`src/rtl/frc_pkg.sv`:
```
package frc_pkg;
    localparam int CNT_W   = 32;
    localparam int DATA_W  = 32;
    localparam int RATE_W  = 3;
    localparam int NUM_CMP = 2;
    localparam int ADDR_W  = $clog2(2 + NUM_CMP);
    localparam int DIV_W   = (1 << RATE_W) - 1;

    // Control word bit positions
    localparam int B_ON   = 0;
    localparam int B_GO   = 1;
    localparam int B_ZERO = 2;
    localparam int B_RATE = 3;
    localparam int B_EN   = B_RATE + RATE_W;
    localparam int B_SET  = B_EN + NUM_CMP;
    localparam int B_CLR  = B_SET + NUM_CMP;

    localparam logic [ADDR_W-1:0] A_CTRL  = ADDR_W'(0);
    localparam logic [ADDR_W-1:0] A_COUNT = ADDR_W'(1);
    localparam int                A_MATCH_BASE = 2;

    typedef struct packed {
        logic [NUM_CMP-1:0] en;
        logic [RATE_W-1:0]  rate;
        logic               go;
        logic               on;
    } frc_ctrl_t;

    // Low bits of the divider that must all be one for a tick.
    function automatic logic [DIV_W-1:0] rate_mask(input logic [RATE_W-1:0] code);
        logic [31:0] m;
        m = (32'd1 << code) - 32'd1;
        return m[DIV_W-1:0];
    endfunction
endpackage

```
`src/rtl/frc_prescaler.sv`:
```
module frc_prescaler #(
    parameter int RATE_W = 3,
    localparam int DIV_W = (1 << RATE_W) - 1
) (
    input  logic              clk,
    input  logic              rst,
    input  logic              enable,
    input  logic              restart,
    input  logic [RATE_W-1:0] rate,
    output logic              tick
);
    logic [DIV_W-1:0] div_q;
    logic [DIV_W-1:0] mask;

    assign mask = frc_pkg::rate_mask(rate);
    assign tick = enable && ((div_q & mask) == mask);

    always_ff @(posedge clk) begin
        if (rst || !enable || restart) div_q <= '0;
        else                           div_q <= div_q + 1'b1;
    end

    // any divided rate never ticks on two adjacent cycles
    a_r4_tick_spacing: assert property (@(posedge clk) disable iff (rst)
        (tick && rate != '0 && !restart && $stable(rate)) |=> !tick);
endmodule

```
`src/rtl/frc_counter.sv`:
```
module frc_counter #(
    parameter int CNT_W = 32
) (
    input  logic             clk,
    input  logic             rst,
    input  logic             load,
    input  logic [CNT_W-1:0] load_val,
    input  logic             zero,
    input  logic             tick,
    output logic [CNT_W-1:0] count_o
);
    always_ff @(posedge clk) begin
        if (rst)       count_o <= '0;
        else if (load) count_o <= load_val;
        else if (zero) count_o <= '0;
        else if (tick) count_o <= count_o + 1'b1;
    end

    a_r3_zero_clears: assert property (@(posedge clk) disable iff (rst)
        (zero && !load) |=> (count_o == '0));

    a_r2_hold_without_tick: assert property (@(posedge clk) disable iff (rst)
        (!tick && !load && !zero) |=> $stable(count_o));
endmodule

```
`src/rtl/frc_cmp.sv`:
```
module frc_cmp #(
    parameter int CNT_W = 32
) (
    input  logic             clk,
    input  logic             rst,
    input  logic             active,
    input  logic             en,
    input  logic             tick,
    input  logic [CNT_W-1:0] count,
    input  logic [CNT_W-1:0] match_val,
    input  logic             set_cmd,
    input  logic             clr_cmd,
    output logic             status_o,
    output logic             pulse_o
);
    logic hit;
    assign hit = active && en && tick && (count == match_val);

    always_ff @(posedge clk) begin
        if (rst) begin
            status_o <= 1'b0;
            pulse_o  <= 1'b0;
        end else begin
            pulse_o <= hit;
            if (hit)          status_o <= 1'b1;
            else if (clr_cmd) status_o <= 1'b0;
            else if (set_cmd) status_o <= 1'b1;
        end
    end

    a_r10_pulse_has_flag: assert property (@(posedge clk) disable iff (rst)
        pulse_o |-> status_o);

    a_r7_clear_wins: assert property (@(posedge clk) disable iff (rst)
        (clr_cmd && !hit) |=> !status_o);

    a_r8_hit_beats_clear: assert property (@(posedge clk) disable iff (rst)
        (hit && clr_cmd) |=> (status_o && pulse_o));
endmodule

```
`src/rtl/frc_timebase.sv`:
```
module frc_timebase
    import frc_pkg::*;
(
    input  logic                 clk,
    input  logic                 rst,
    input  logic                 wr_en,
    input  logic [ADDR_W-1:0]    wr_addr,
    input  logic [DATA_W-1:0]    wr_data,
    input  logic [ADDR_W-1:0]    rd_addr,
    output logic [DATA_W-1:0]    rd_data,
    output logic [NUM_CMP-1:0]   match_flag_o,
    output logic [NUM_CMP-1:0]   match_pulse_o
);
    frc_ctrl_t          ctrl_q;
    logic               ctrl_wr, count_wr, zero_cmd, tick;
    logic [CNT_W-1:0]   count;
    logic [CNT_W-1:0]   match_q [NUM_CMP];
    logic [NUM_CMP-1:0] set_cmd, clr_cmd;

    assign ctrl_wr  = wr_en && (wr_addr == A_CTRL);
    assign count_wr = wr_en && (wr_addr == A_COUNT);
    assign zero_cmd = ctrl_wr && wr_data[B_ZERO];
    assign set_cmd  = ctrl_wr ? wr_data[B_SET +: NUM_CMP] : '0;
    assign clr_cmd  = ctrl_wr ? wr_data[B_CLR +: NUM_CMP] : '0;

    always_ff @(posedge clk) begin
        if (rst) begin
            ctrl_q <= '0;
        end else if (ctrl_wr) begin
            ctrl_q.on   <= wr_data[B_ON];
            ctrl_q.go   <= wr_data[B_GO];
            ctrl_q.rate <= wr_data[B_RATE +: RATE_W];
            ctrl_q.en   <= wr_data[B_EN +: NUM_CMP];
        end
    end

    frc_prescaler #(.RATE_W(RATE_W)) u_presc (
        .clk     (clk),
        .rst     (rst),
        .enable  (ctrl_q.on && ctrl_q.go),
        .restart (zero_cmd),
        .rate    (ctrl_q.rate),
        .tick    (tick)
    );

    frc_counter #(.CNT_W(CNT_W)) u_count (
        .clk      (clk),
        .rst      (rst),
        .load     (count_wr),
        .load_val (wr_data[CNT_W-1:0]),
        .zero     (zero_cmd),
        .tick     (tick),
        .count_o  (count)
    );

    for (genvar i = 0; i < NUM_CMP; i++) begin : g_cmp
        localparam logic [ADDR_W-1:0] MY_ADDR = ADDR_W'(A_MATCH_BASE + i);

        always_ff @(posedge clk) begin
            if (rst)                              match_q[i] <= '0;
            else if (wr_en && wr_addr == MY_ADDR) match_q[i] <= wr_data[CNT_W-1:0];
        end

        frc_cmp #(.CNT_W(CNT_W)) u_cmp (
            .clk       (clk),
            .rst       (rst),
            .active    (ctrl_q.on),
            .en        (ctrl_q.en[i]),
            .tick      (tick),
            .count     (count),
            .match_val (match_q[i]),
            .set_cmd   (set_cmd[i]),
            .clr_cmd   (clr_cmd[i]),
            .status_o  (match_flag_o[i]),
            .pulse_o   (match_pulse_o[i])
        );
    end

    always_comb begin
        rd_data = '0;
        if (rd_addr == A_CTRL) begin
            rd_data[B_ON]                = ctrl_q.on;
            rd_data[B_GO]                = ctrl_q.go;
            rd_data[B_RATE +: RATE_W]    = ctrl_q.rate;
            rd_data[B_EN +: NUM_CMP]     = ctrl_q.en;
        end else if (rd_addr == A_COUNT) begin
            rd_data[CNT_W-1:0] = count;
        end else begin
            for (int i = 0; i < NUM_CMP; i++)
                if (rd_addr == ADDR_W'(A_MATCH_BASE + i)) rd_data[CNT_W-1:0] = match_q[i];
        end
    end

    // an inactive block keeps its count unless software writes it
    a_r1_inactive_frozen: assert property (@(posedge clk) disable iff (rst)
        (!ctrl_q.on && !count_wr && !zero_cmd) |=> $stable(count));

    // no match pulse can follow a cycle where the block was off
    a_r1_inactive_no_pulse: assert property (@(posedge clk) disable iff (rst)
        !ctrl_q.on |=> (match_pulse_o == '0));
endmodule

```
`config.mk`:
```
export PLATFORM = sky130hd
export DESIGN_NAME = frc_timebase
export DESIGN_NICKNAME = d
export VERILOG_FILES = /design/src/rtl/frc_pkg.sv /design/src/rtl/frc_prescaler.sv /design/src/rtl/frc_counter.sv /design/src/rtl/frc_cmp.sv /design/src/rtl/frc_timebase.sv
export SDC_FILE = /design/constraint.sdc
export NUM_CORES = 1
export LEC_CHECK = 0
export BUFFER_PORTS_ARGS = -buffer_cell sky130_fd_sc_hd__buf_4
export CAP_MARGIN = 20
export CORE_MARGIN = 2
export CORE_UTILIZATION = 59
export DETAILED_ROUTE_END_ITERATION = 10
export GPL_TIMING_DRIVEN = 0
export PLACE_DENSITY_LB_ADDON = 0.15
export SLEW_MARGIN = 30
export SYNTH_ARGS = -nofsm -noshare
export SYNTH_HDL_FRONTEND = slang
export SYNTH_SLANG_ARGS = --single-unit
export TNS_END_PERCENT = 10
```
`constraint.sdc`:
```
create_clock -name clk -period 2.9 [get_ports clk]
set_input_delay 0.435 -clock clk [delete_from_list [all_inputs] [get_ports clk]]
set_output_delay 0.435 -clock clk [all_outputs]
set_load 0.005 [all_outputs]
```
==> run summary, run 1 <==
The width of the die is about 110 um. The global-route wire length before repair is roughly 32000 um. The startpoint identified for the worst register-to-register timing path is u_count.count_o[0]. Among all stages on the critical path, the largest delay is contributed by sky130_fd_sc_hd__clkbuf_1. From synthesis to final layout, the design area changed by 19.5%. The initial core utilization came out at 0.612.

The number of maximum-capacitance constraint violations came out at 0. The floorplan die height is 110 um. The largest fanout on the critical path came out at 10. The area of the die came out at about 12000 um2.

The overall fraction of global-route tracks in use is 0.345. The final-layout fill cell count is between 800 and 900. The multi-input gate area in the final layout came out at roughly 3400 um2. In the final timing run, aggregate negative setup slack is 0 ns.

The leakage power figure came out at about 3.1 nW. The placed instances occupy a cell area of between 7000 and 8000 um2. The count of antenna-violating nets left after detailed routing came out at 0. The proportion of power drawn by combinational gates came out at 0.126. The startpoint identified for the worst hold timing path is wr_data[3].

The share of total power dissipated in sequential elements is 0.436. The clock latency at the later pin of the worst-skew pair is 0.43 ns. By area the synthesized netlist is led by sky130_fd_sc_hd__edfxtp_1, sky130_fd_sc_hd__dfxtp_1, sky130_fd_sc_hd__and2_1, sky130_fd_sc_hd__xor2_1, sky130_fd_sc_hd__mux2_2. The pin count of the biggest net entering global routing came out at 20. At the worst endpoint, the arrival time is roughly 2.3 ns.

The routed wire length per instance is roughly 23 um. The worst hold slack across all endpoints is approximately 0.28 ns. The maximum ir drop on the vdd rail came out at roughly 0.42 mV. Setup repair after global routing left no endpoint under its margin. After synthesis, the share of flip-flops with an asynchronous set or reset is 0.

The total grt overflow came out at 0. The initial detailed-routing violation count is ~630. The areal power density over the cells came out at 530 nW/um2. The yosys synthesis warning count came out at 0. The longest clock path from root to sink contains 2 buffers. The maximum single-stage delay on the critical path is between 0.4 and 0.5 ns. Summing internal, switching and leakage power gives ~4.2 mW. The synthesized instance count is 682. The I/O pin count came out at 75. The flow ran to the end, and the final reports show no timing, DRC or antenna violations. The number of buffers inserted to repair setup after CTS came out at 0.

The number of levels the H-tree was split into is 4. The final worst-path cycle share is 0.936. The final hold violation count came to 0. The critical path in this run is classified as primary input to primary output.

The row count came out at 38. The biggest area contributor in the post-synthesis netlist is sky130_fd_sc_hd__edfxtp_1. The predominant post-synthesis flop cell is sky130_fd_sc_hd__edfxtp_1. The number of nets in the synthesized netlist is approximately 720. The worst min-delay path class is primary input to register. After routing the design area is 7990 um2. The number of buffers and inverters on the critical path is 4.

The worst setup path is captured at a primary output. The number of distinct library cell variants in the gate-level netlist after synthesis is 60. The critical path starts at rd_addr[0]. STA classifies the critical path startpoint as a primary input.

The number of global-route vias before repair is just under 6000. The total area inside the core boundary comes to about 11000 um2. The average cell area after synthesis is around 9.8 um2. Using the TritonRoute via totals, the vias-per-cell ratio works out to 6.46. The worst pin sits at a relative slew slack of 0.329. The maximum frequency from static timing analysis is between 300 and 400 MHz. Counting flops with a built-in enable in the synthesized netlist gives 64. The required time of the worst setup path came out at 2.47 ns.

The netlist area before placement came out at approximately 6700 um2. The switching power is about 1.1 mW. The cell family contributing the most delay on the critical path is buffers and inverters. In this run the clock root is driven by a sky130_fd_sc_hd__clkbuf_16. The number of antenna violations at the first check in global routing is 0. The number of buffers added on ports is 72. The post-layout minimum cycle time came out at 2.71 ns. The number of clock sinks came out at 114. TritonCTS built the clock tree. The antenna cell count is 0.

Counting instances in the post-synthesis netlist gives the leading cell types as sky130_fd_sc_hd__and2_1, sky130_fd_sc_hd__edfxtp_1, sky130_fd_sc_hd__nand2_1, sky130_fd_sc_hd__dfxtp_1, sky130_fd_sc_hd__xor2_1. The number of clock buffers added by TritonCTS is 17. The proportion of netlist area held by the largest area contributor is 0.287.

In this run, post-CTS repair resized a total of 0 instances. Detailed routing inserted a total of roughly 6000 vias. Of the total power, the share spent switching nets is 0.251. The cell repeated most along the worst path is sky130_fd_sc_hd__clkbuf_1. The routability congestion estimate is roughly 1. The proportion of synthesized chip area in sequential cells came out at 0.437. The pre-antenna-repair detailed-routing pass consisted of 6 iterations.

Registers take 2920 um2. Of the total power, the clock network draws 0.437. For this run, the post-layout net count is about 820. The post-detailed-route DRC marker count came out at 0. The final setup skew is 0.00837 ns. Traced cell by cell, the critical path runs through clkbuf_1, nor2b_1, clkbuf_1, clkbuf_1, a22o_1, buf_4.

The cts-stage hold buffer count came out at 0. After synthesis the netlist holds a flip-flop and latch count of 114. The final standard cell utilization of the core came out at 0.731. The internal power of the cells totals approximately 3.2 mW. The post-detailed-routing wire length came out at 20900 um. The fraction of layout instances using a drive strength above 1 came out at 0.227. The final count of negative-setup-slack endpoints is 0. The max-slew violation count came to 0. The clock transition time at the flip-flop clock pins of the worst setup and hold paths came out at 0.05 ns. Once detailed placement completed, the half-perimeter wirelength came to 15300 um. The transition at the pin with the smallest max-transition slack is roughly 1.0 ns.
==> state kept, by name (all words and copies together), names as in the netlist <==
register              count
ctrl_q                    7
match_q                  64
u_presc.div_q             7
u_count.count_o          32
g_cmp.u_cmp.pulse_o       2
g_cmp.u_cmp.status_o      2
==> worst register-to-register path: stages (launching register included) <==
cell,delay [ns]
sky130_fd_sc_hd__dfxtp_1,0.35
sky130_fd_sc_hd__ha_1,0.24
sky130_fd_sc_hd__nand3_1,0.18
sky130_fd_sc_hd__nor4_2,0.59
sky130_fd_sc_hd__nand3_1,0.44
sky130_fd_sc_hd__a2111oi_0,0.52
sky130_fd_sc_hd__nor4_1,0.08
==> layout make-up <==
type,count,area share
flip-flops and latches,114,0.366
clock inverters,7,0.00423
multi-input cells,493,0.429
clock buffers,25,0.0607
plain buffers,65,0.0390
inverters,10,0.00470
repair buffers,74,0.0745
well taps,140,0.0219
==> path summary, 6_finish.rpt <==
kind,slack (ns),endpoint,cells past startpoint
worst max-delay path,0.19,rd_data[23],6
worst min-delay path,0.28,ctrl_q[2],3
worst max register to register,0.37,u_count.count_o[20],6
worst min register to register,0.52,g_cmp[0].u_cmp.pulse_o,2
==> logic make-up after synthesis <==
kind of cell    count (synthesis)  share of synthesized area
simple gates                  243                      0.196
compound gates                139                      0.144
flops                         114                      0.437
buf+inv                        75                     0.0522
xor+xnor                       70                     0.0916
mux                            39                     0.0761
fa+ha+maj                       2                    0.00374
==> placed cells by master, fill, tap and decap left out, types with 5 or more instances in the layout <==
| cell | instances |
|---|---|
| sky130_fd_sc_hd__nand2_1 | 51 |
| sky130_fd_sc_hd__buf_2 | 17 |
| sky130_fd_sc_hd__a21oi_1 | 31 |
| sky130_fd_sc_hd__mux2i_1 | 7 |
| sky130_fd_sc_hd__nand3_1 | 20 |
| sky130_fd_sc_hd__o21ai_0 | 22 |
| sky130_fd_sc_hd__inv_1 | 10 |
| sky130_fd_sc_hd__mux2_2 | 25 |
| sky130_fd_sc_hd__buf_4 | 79 |
| sky130_fd_sc_hd__dfxtp_1 | 50 |
| sky130_fd_sc_hd__xor2_1 | 45 |
| sky130_fd_sc_hd__nor4_1 | 14 |
| sky130_fd_sc_hd__a22oi_1 | 5 |
| sky130_fd_sc_hd__a22o_1 | 25 |
| sky130_fd_sc_hd__nand4_1 | 14 |
| sky130_fd_sc_hd__and2_1 | 64 |
| sky130_fd_sc_hd__clkbuf_16 | 17 |
| sky130_fd_sc_hd__nor2_1 | 44 |
| sky130_fd_sc_hd__clkinv_2 | 6 |
| sky130_fd_sc_hd__a211oi_1 | 26 |
| sky130_fd_sc_hd__mux4_2 | 7 |
| sky130_fd_sc_hd__xnor2_1 | 25 |
| sky130_fd_sc_hd__clkbuf_1 | 37 |
| sky130_fd_sc_hd__nor3_1 | 10 |
| sky130_fd_sc_hd__edfxtp_1 | 64 |
==> power groups by stage <==
stage | logic (mW) | registers [mW] | clock network (mW)
floorplan | 0.282 | 1.86 | 0
global placement | 0.496 | 1.88 | 0
detailed placement | 0.520 | 1.88 | 0
CTS | 0.524 | 1.85 | 1.84
global route | 0.562 | 1.85 | 1.93
finish | 0.534 | 1.85 | 1.85
==> routing by layer <==
layer,up-vias,part of all wire,track usage
met4,0,0.048,0.186
met2,397,0.46,0.537
met5,-,0,0
met1,2853,0.38,0.445
met3,87,0.11,0.0840
li1,2655,-,-
==> stage by stage <==
| stage | std cells | setup slack (ns) |
|---|---|---|
| after global routing | 928 | 0.136 |
| final | 928 | 0.186 |
| after global placement | 894 | -0.761 |
| after detailed placement | 896 | 0.216 |
| after CTS | 928 | 0.205 |
| after floorplan | 682 | 0.457 |
(Power assumes the default switching activity.)
==> run 2, diff against run 1 <==
--- a/config.mk
+++ b/config.mk
@@ -8,7 +8,8 @@
 export BUFFER_PORTS_ARGS = -buffer_cell sky130_fd_sc_hd__buf_4
 export CAP_MARGIN = 20
 export CORE_MARGIN = 2
-export CORE_UTILIZATION = 59
+export CORE_UTILIZATION = 60
+export CTS_BUF_LIST = sky130_fd_sc_hd__clkbuf_4
 export DETAILED_ROUTE_END_ITERATION = 10
 export GPL_TIMING_DRIVEN = 0
 export PLACE_DENSITY_LB_ADDON = 0.15
==> run summary, run 2 (synthesized netlist as in run 1, its figures left out) <==
The flow ran to the end, and the final reports show no timing, DRC or antenna violations. The post-layout minimum cycle time came out at 2.69 ns (-0.0216 ns). TritonCTS built the clock tree.

The post-route worst setup slack was 0.208 ns (+0.0216 ns). The number of clock sinks came out at 114 (unchanged). The row count came out at 38 (unchanged). The number of buffers inserted to repair setup after CTS came out at 0 (unchanged). The max-slew violation count is 0 (unchanged). The post-cts resize count came to 0 (unchanged). The critical path capture point type is a primary output.

In this run the critical register-to-register path is launched from u_count.count_o[8]. The number of maximum-capacitance constraint violations is 0 (unchanged). In this run the worst hold path is classified as primary input to register. The data arrival time of the worst path is 2.26 ns (-0.02 ns). The number of buffers added on ports is 72 (unchanged). The routed wire length per instance came to 22.2 um (-1.3%). Leaving out fill and tap cells, the most frequent cells in the layout are sky130_fd_sc_hd__buf_4, sky130_fd_sc_hd__and2_1, sky130_fd_sc_hd__edfxtp_1, sky130_fd_sc_hd__nand2_1, sky130_fd_sc_hd__dfxtp_1.

The floorplan core area came out at 10800 um2 (-0.87%). The antenna cell count came out at 0 (unchanged). The leakage power figure is 2.98 nW (-3.6%). The endpoint identified for the worst register-to-register timing path is u_count.count_o[31].

The width of the die is 110 um (-0.81%). The register name with the most flops is match_q. The worst setup path is of the primary input to primary output kind. The launch point of the worst hold path is wr_data[4]. The global-route wire length before repair came out at 31100 um (-3.3%). The flip-flop count of the largest register, all copies and words added is 64 (unchanged).

The final setup skew came out at 0.0172 ns (+0.00883 ns). The number of global-route vias before repair came out at 5561 (-5.1%). The post-detailed-route via-to-cell ratio is 6.36 (-1.4%).

The worst slew margin relative to its limit was 0.312 (-0.0172). The largest fanout on the critical path is 10 (unchanged). The largest registers in the layout are match_q x64, u_count.count_o x32.

The area of the die came out at 12000 um2 (-1.6%). For hold timing, the worst endpoint is ctrl_q[3]. The routability congestion estimate is 0.997 (+1.9%).

The pin count of the biggest net entering global routing came out at 22 (+10%). The maximum ir drop on the vdd rail was 0.280 mV (-33%). The total half-perimeter wirelength after legalization and detailed placement is 15300 um (about the same). The areal power density over the cells came out at 446 nW/um2 (-16%).

The clock transition time at the flip-flop clock pins of the worst setup and hold paths is 0.11 ns (+0.06 ns). The maximum frequency from static timing analysis was 371 MHz (+0.80%). The worst-case reg-to-reg path depth is 7 (+1). The final hold violation count is 0 (unchanged). The fraction of layout instances using a drive strength above 1 came out at 0.233 (+0.00605). The initial detailed-routing violation count was 576 (-8.7%). Clock tree synthesis selected as its root buffer the cell sky130_fd_sc_hd__clkbuf_4. The final count of negative-setup-slack endpoints came out at 0 (unchanged). The post-detailed-routing wire length is 20700 um (-1.2%). The I/O pin count is 75 (unchanged).

The number of levels the H-tree was split into was 4 (unchanged). The overall fraction of global-route tracks in use was 0.359 (+0.0141). The post-detailed-route DRC marker count came to 0 (unchanged). STA classifies the critical path startpoint as a primary input. The count of antenna-violating nets left after detailed routing is 0 (unchanged).

The required time of the worst setup path came out at 2.47 ns (about the same). The clock latency at the later pin of the worst-skew pair is 0.56 ns (+0.13 ns). The worst hold path cell count is 3 (unchanged). The post-layout instance area is 7720 um2 (-3.4%). The floorplan die height is 110 um (-0.81%). The number of buffers between clock root and the deepest sink came out at 2 (unchanged). The instance area after placement is 7480 um2 (+0.10%). Setup repair after global routing left no endpoint under its margin. The library cell used most frequently in the layout, excluding fill and tap cells, is sky130_fd_sc_hd__buf_4. Compared with the post-synthesis result, the final layout area differs by 15.4%. The number of antenna violations at the first check in global routing is 0 (unchanged). The initial core utilization is 0.617 (+0.00537). The final worst-path cycle share is 0.928 (-0.00744). The cts-stage hold buffer count is 0 (unchanged). The number of nets in the layout came to 817 (+0.12%). The worst setup slack for register-to-register paths is 0.32 ns (-0.05 ns). The total grt overflow came out at 0 (unchanged). The worst setup slack before clock tree synthesis came out at 0.210 ns (-0.00585 ns). The transition at the pin with the smallest max-transition slack is 1.03 ns (+0.0258 ns). The detailed-router iteration count before antenna repair came to 5 (-1). The via count came to 5913 (-1.3%).

The total CTS buffers came to 17 (unchanged).
-- run 2: changes by cell type in the layout (fill, tap and decap cells not counted), sizes merged --
cell	change
buf	+1
inv	+1
bufinv	+1
clkbuf	-3
clkinv	+1
-- run 2: worst max-delay path by stage --
stage                          start              to  slack, ns  cells after the start
after floorplan                wr_en   match_q[0][0]       0.46                      2
after global placement         wr_en  match_q[0][16]      -0.79                      3
after detailed placement  rd_addr[0]     rd_data[18]       0.21                      6
after CTS                 rd_addr[0]     rd_data[18]       0.21                      6
after global routing      rd_addr[0]     rd_data[23]       0.11                      6
final                     rd_addr[0]     rd_data[18]       0.21                      6
-- run 2: area by class of cell --
class / instances / area (um2)
Clock inverter: 10 / 71.3
Buffer: 65 / 312
Multi-Input combinational cell: 493 / 3430
Sequential cell: 114 / 2920
Clock buffer: 22 / 165
Fill cell: 862 / 3120
Tap cell: 140 / 175
Timing Repair Buffer: 75 / 603
Inverter: 10 / 37.5
-- run 2: worst max-delay path, stage by stage --
cell and delay, ns:
sky130_fd_sc_hd__clkbuf_1 0.31, sky130_fd_sc_hd__nor2b_1 0.18, sky130_fd_sc_hd__clkbuf_1 0.42, sky130_fd_sc_hd__clkbuf_1 0.50
sky130_fd_sc_hd__a22o_1 0.28, sky130_fd_sc_hd__buf_4 0.12
-- run 2: through the flow --
step	util	power, mW	setup TNS [ns]	hold WS, ns	std cells
floorplan	-	2.14	0	0.452	682
global placement	0.683	2.37	-42.49	0.474	894
detailed placement	0.690	2.40	0	0.489	897
CTS	0.712	3.43	0	0.128	929
global route	0.712	3.54	0	0.149	929
finish	0.712	3.44	0	0.145	929
-- run 2: power breakdown --
group	internal, mW	switching [mW]	total, mW
clock network	0.455	0.613	1.07
registers	1.79	0.0552	1.84
logic	0.238	0.294	0.533
-- run 2: routing by layer --
| layer | track usage | up-vias | wire length, um |
|---|---|---|---|
| li1 | - | 2646 | - |
| met1 | 0.480 | 2850 | 8350 |
| met4 | 0.175 | 0 | 884 |
| met5 | 0 | - | 0 |
| met2 | 0.558 | 347 | 9420 |
| met3 | 0.0735 | 70 | 2020 |
==> run 3, diff against run 2 <==
--- a/config.mk
+++ b/config.mk
@@ -7,7 +7,6 @@
 export LEC_CHECK = 0
 export BUFFER_PORTS_ARGS = -buffer_cell sky130_fd_sc_hd__buf_4
 export CAP_MARGIN = 20
-export CORE_MARGIN = 2
 export CORE_UTILIZATION = 60
 export CTS_BUF_LIST = sky130_fd_sc_hd__clkbuf_4
 export DETAILED_ROUTE_END_ITERATION = 10
==> run summary, run 3 (synthesized netlist as in run 1, its figures left out) <==
The number of buffers between clock root and the deepest sink came to 2 (unchanged). The number of buffers inserted to repair setup after CTS came to 0 (unchanged). Signal routing reaches up to met4. The met2 layer wire length in the routed design is 9420 um (about the same). The final setup skew came out at 0.0236 ns (+0.00635 ns). The capture point of the worst path is rd_data[24]. The post-cts resize count came out at 0 (unchanged). The final-layout fill cell count came out at 817 (-5.2%).

The row count was 38 (unchanged). The post-detailed-route via-to-cell ratio came to 6.49 (+1.9%). The overall fraction of global-route tracks in use came out at 0.376 (+0.0172). The routed wire length per instance was 22.3 um (+0.27%). The largest registers in the layout are match_q x64, u_count.count_o x32.

The leakage power figure is 2.99 nW (+0.52%). Relative to the synthesized area, the layout overhead comes to 16.1%. The routability congestion estimate was 0.924 (-7.3%). The initial detailed-routing violation count was 758 (+32%). The required time of the worst setup path came out at 2.47 ns (about the same). The initial core utilization came out at 0.617 (unchanged). The multi-input gate area in the final layout is 3440 um2 (+0.15%).

The critical path starts at rd_addr[0]. The floorplan core area is 10800 um2 (unchanged). The width of the die is 108 um (-1.8%). The clock transition time at the flip-flop clock pins of the worst setup and hold paths came out at 0.10 ns (about the same).

Setup repair after global routing left no endpoint under its margin. The library cells used most frequently in the layout, excluding fill and tap cells, are sky130_fd_sc_hd__buf_4, sky130_fd_sc_hd__and2_1, sky130_fd_sc_hd__edfxtp_1, sky130_fd_sc_hd__nand2_1, sky130_fd_sc_hd__dfxtp_1. The area of the die came to 11600 um2 (-3.6%).

The number of buffers added on ports came out at 72 (unchanged). The worst slew margin relative to its limit came out at 0.376 (+0.0635). The worst setup path is captured at a primary output. The post-detailed-route DRC marker count is 0 (unchanged). The maximum ir drop on the vdd rail is 0.321 mV (+15%). The startpoint of the lowest-slack register-to-register path is u_count.count_o[7]. Leaving out fill and tap cells, the most frequent cell in the layout is sky130_fd_sc_hd__buf_4. The critical path in this run is classified as primary input to primary output.

The antenna cell count is 0 (unchanged). The flip-flop count of the largest register, all copies and words added is 64 (unchanged). The final hold violation count is 0 (unchanged). The number of antenna violations at the first check in global routing came out at 0 (unchanged). The areal power density over the cells came out at 464 nW/um2 (+4.1%). The total CTS buffers came to 17 (unchanged). The max-slew violation count is 0 (unchanged). The I/O pin count is 75 (unchanged).

The post-layout minimum cycle time is 2.79 ns (+0.0991 ns). The final count of negative-setup-slack endpoints came out at 0 (unchanged). The cts-stage hold buffer count came out at 0 (unchanged). The number of levels the H-tree was split into is 4 (unchanged). The number of global-route vias before repair is 5716 (+2.8%).

The register area came out at 2920 um2 (unchanged). The transition at the pin with the smallest max-transition slack came out at 0.933 ns (-0.0949 ns). The fraction of layout instances using a drive strength above 1 came out at 0.231 (-0.00224). The TritonCTS clock tree is built. The maximum frequency from static timing analysis came out at 358 MHz (-3.5%).

The worst hold slack across all endpoints came to 0.151 ns (+0.00626 ns). The via count is 6019 (+1.8%). The clock latency at the later pin of the worst-skew pair came to 0.56 ns (about the same). The floorplan die height is 108 um (-1.8%). The worst register-to-register path ends at u_count.count_o[20]. CTS placed an instance of sky130_fd_sc_hd__clkbuf_4 at the clock tree root. The detailed-router iteration count before antenna repair is 6 (+1). The total negative setup slack came out at 0 ns (unchanged). The pin count of the biggest net entering global routing is 33 (+50%). The final worst-path cycle share came out at 0.962 (+0.0342). The total grt overflow is 0 (unchanged). The register name with the most flops is match_q. The largest fanout on the critical path came out at 10 (unchanged). The global-route wire length before repair was 31400 um (+1.1%). The number of maximum-capacitance constraint violations was 0 (unchanged). The worst setup slack for register-to-register paths is 0.30 ns (-0.02 ns).

The number of nets in the layout came out at 816 (-0.12%). The count of antenna-violating nets left after detailed routing is 0 (unchanged). The met3 wirelength from detailed routing is 2220 um (+10%). The met1 wire length is 8180 um (-2.0%). The number of clock sinks came out at 114 (unchanged). The data arrival time of the worst path came to 2.36 ns (+0.10 ns). The worst hold path belongs to the class primary input to register. The startpoint type of the worst setup path is a primary input. The worst-case reg-to-reg path depth is 6 (-1).

The post-detailed-routing wire length was 20700 um (+0.16%). The total half-perimeter wirelength after legalization and detailed placement is 15100 um (-0.95%). The flow ran to the end, and the final reports show no timing, DRC or antenna violations.
## run 3: metrics by stage
stage	instances	instance area, um2	setup slack [ns]	power [mW]	utilization
floorplan	682	6690	0.457	2.14	-
global placement	894	7410	-0.813	2.37	0.683
detailed placement	896	7480	0.159	2.40	0.690
CTS	928	7770	0.154	3.59	0.717
global route	928	7770	0.0768	3.71	0.717
finish	928	7770	0.109	3.61	0.717
## run 3: how the worst min path moves through the flow
stage	from	endpoint	slack, ns	depth (start not counted)
floorplan	ctrl_q[5]	g_cmp[0].u_cmp.pulse_o	0.45	2
global placement	u_presc.div_q[0]	u_presc.div_q[0]	0.48	1
detailed placement	u_presc.div_q[0]	u_presc.div_q[0]	0.50	1
CTS	wr_data[4]	ctrl_q[3]	0.14	3
global route	wr_data[15]	match_q[1][15]	0.15	2
finish	wr_data[4]	ctrl_q[3]	0.15	3
## run 3: critical path, stage by stage
cell                       delay, ns
sky130_fd_sc_hd__clkbuf_1       0.40
sky130_fd_sc_hd__nor2b_1        0.19
sky130_fd_sc_hd__clkbuf_1       0.45
sky130_fd_sc_hd__clkbuf_1       0.49
sky130_fd_sc_hd__a22o_1         0.27
sky130_fd_sc_hd__buf_4          0.12
## run 3: area by class of cell
class | instances | share of cell area
multi-input cells | 493 | 0.442
inverters | 10 | 0.00483
repair buffers | 74 | 0.0767
clock inverters | 12 | 0.0179
well taps | 140 | 0.0225
plain buffers | 65 | 0.0401
clock buffers | 20 | 0.0193
flip-flops and latches | 114 | 0.376
## run 3: power breakdown
group	leakage, nW	internal, mW	switching (mW)	total, mW
Sequential	1.03	1.79	0.0547	1.84
Combinational	1.80	0.238	0.299	0.537
Clock	0.160	0.614	0.614	1.23
## run 3: metal layers
| metal | track usage | vias to the layer above |
|---|---|---|
| li1 | - | 2649 |
| met1 | 0.503 | 2903 |
| met2 | 0.586 | 391 |
| met3 | 0.0751 | 76 |
| met4 | 0.179 | 0 |
| met5 | 0 | - |
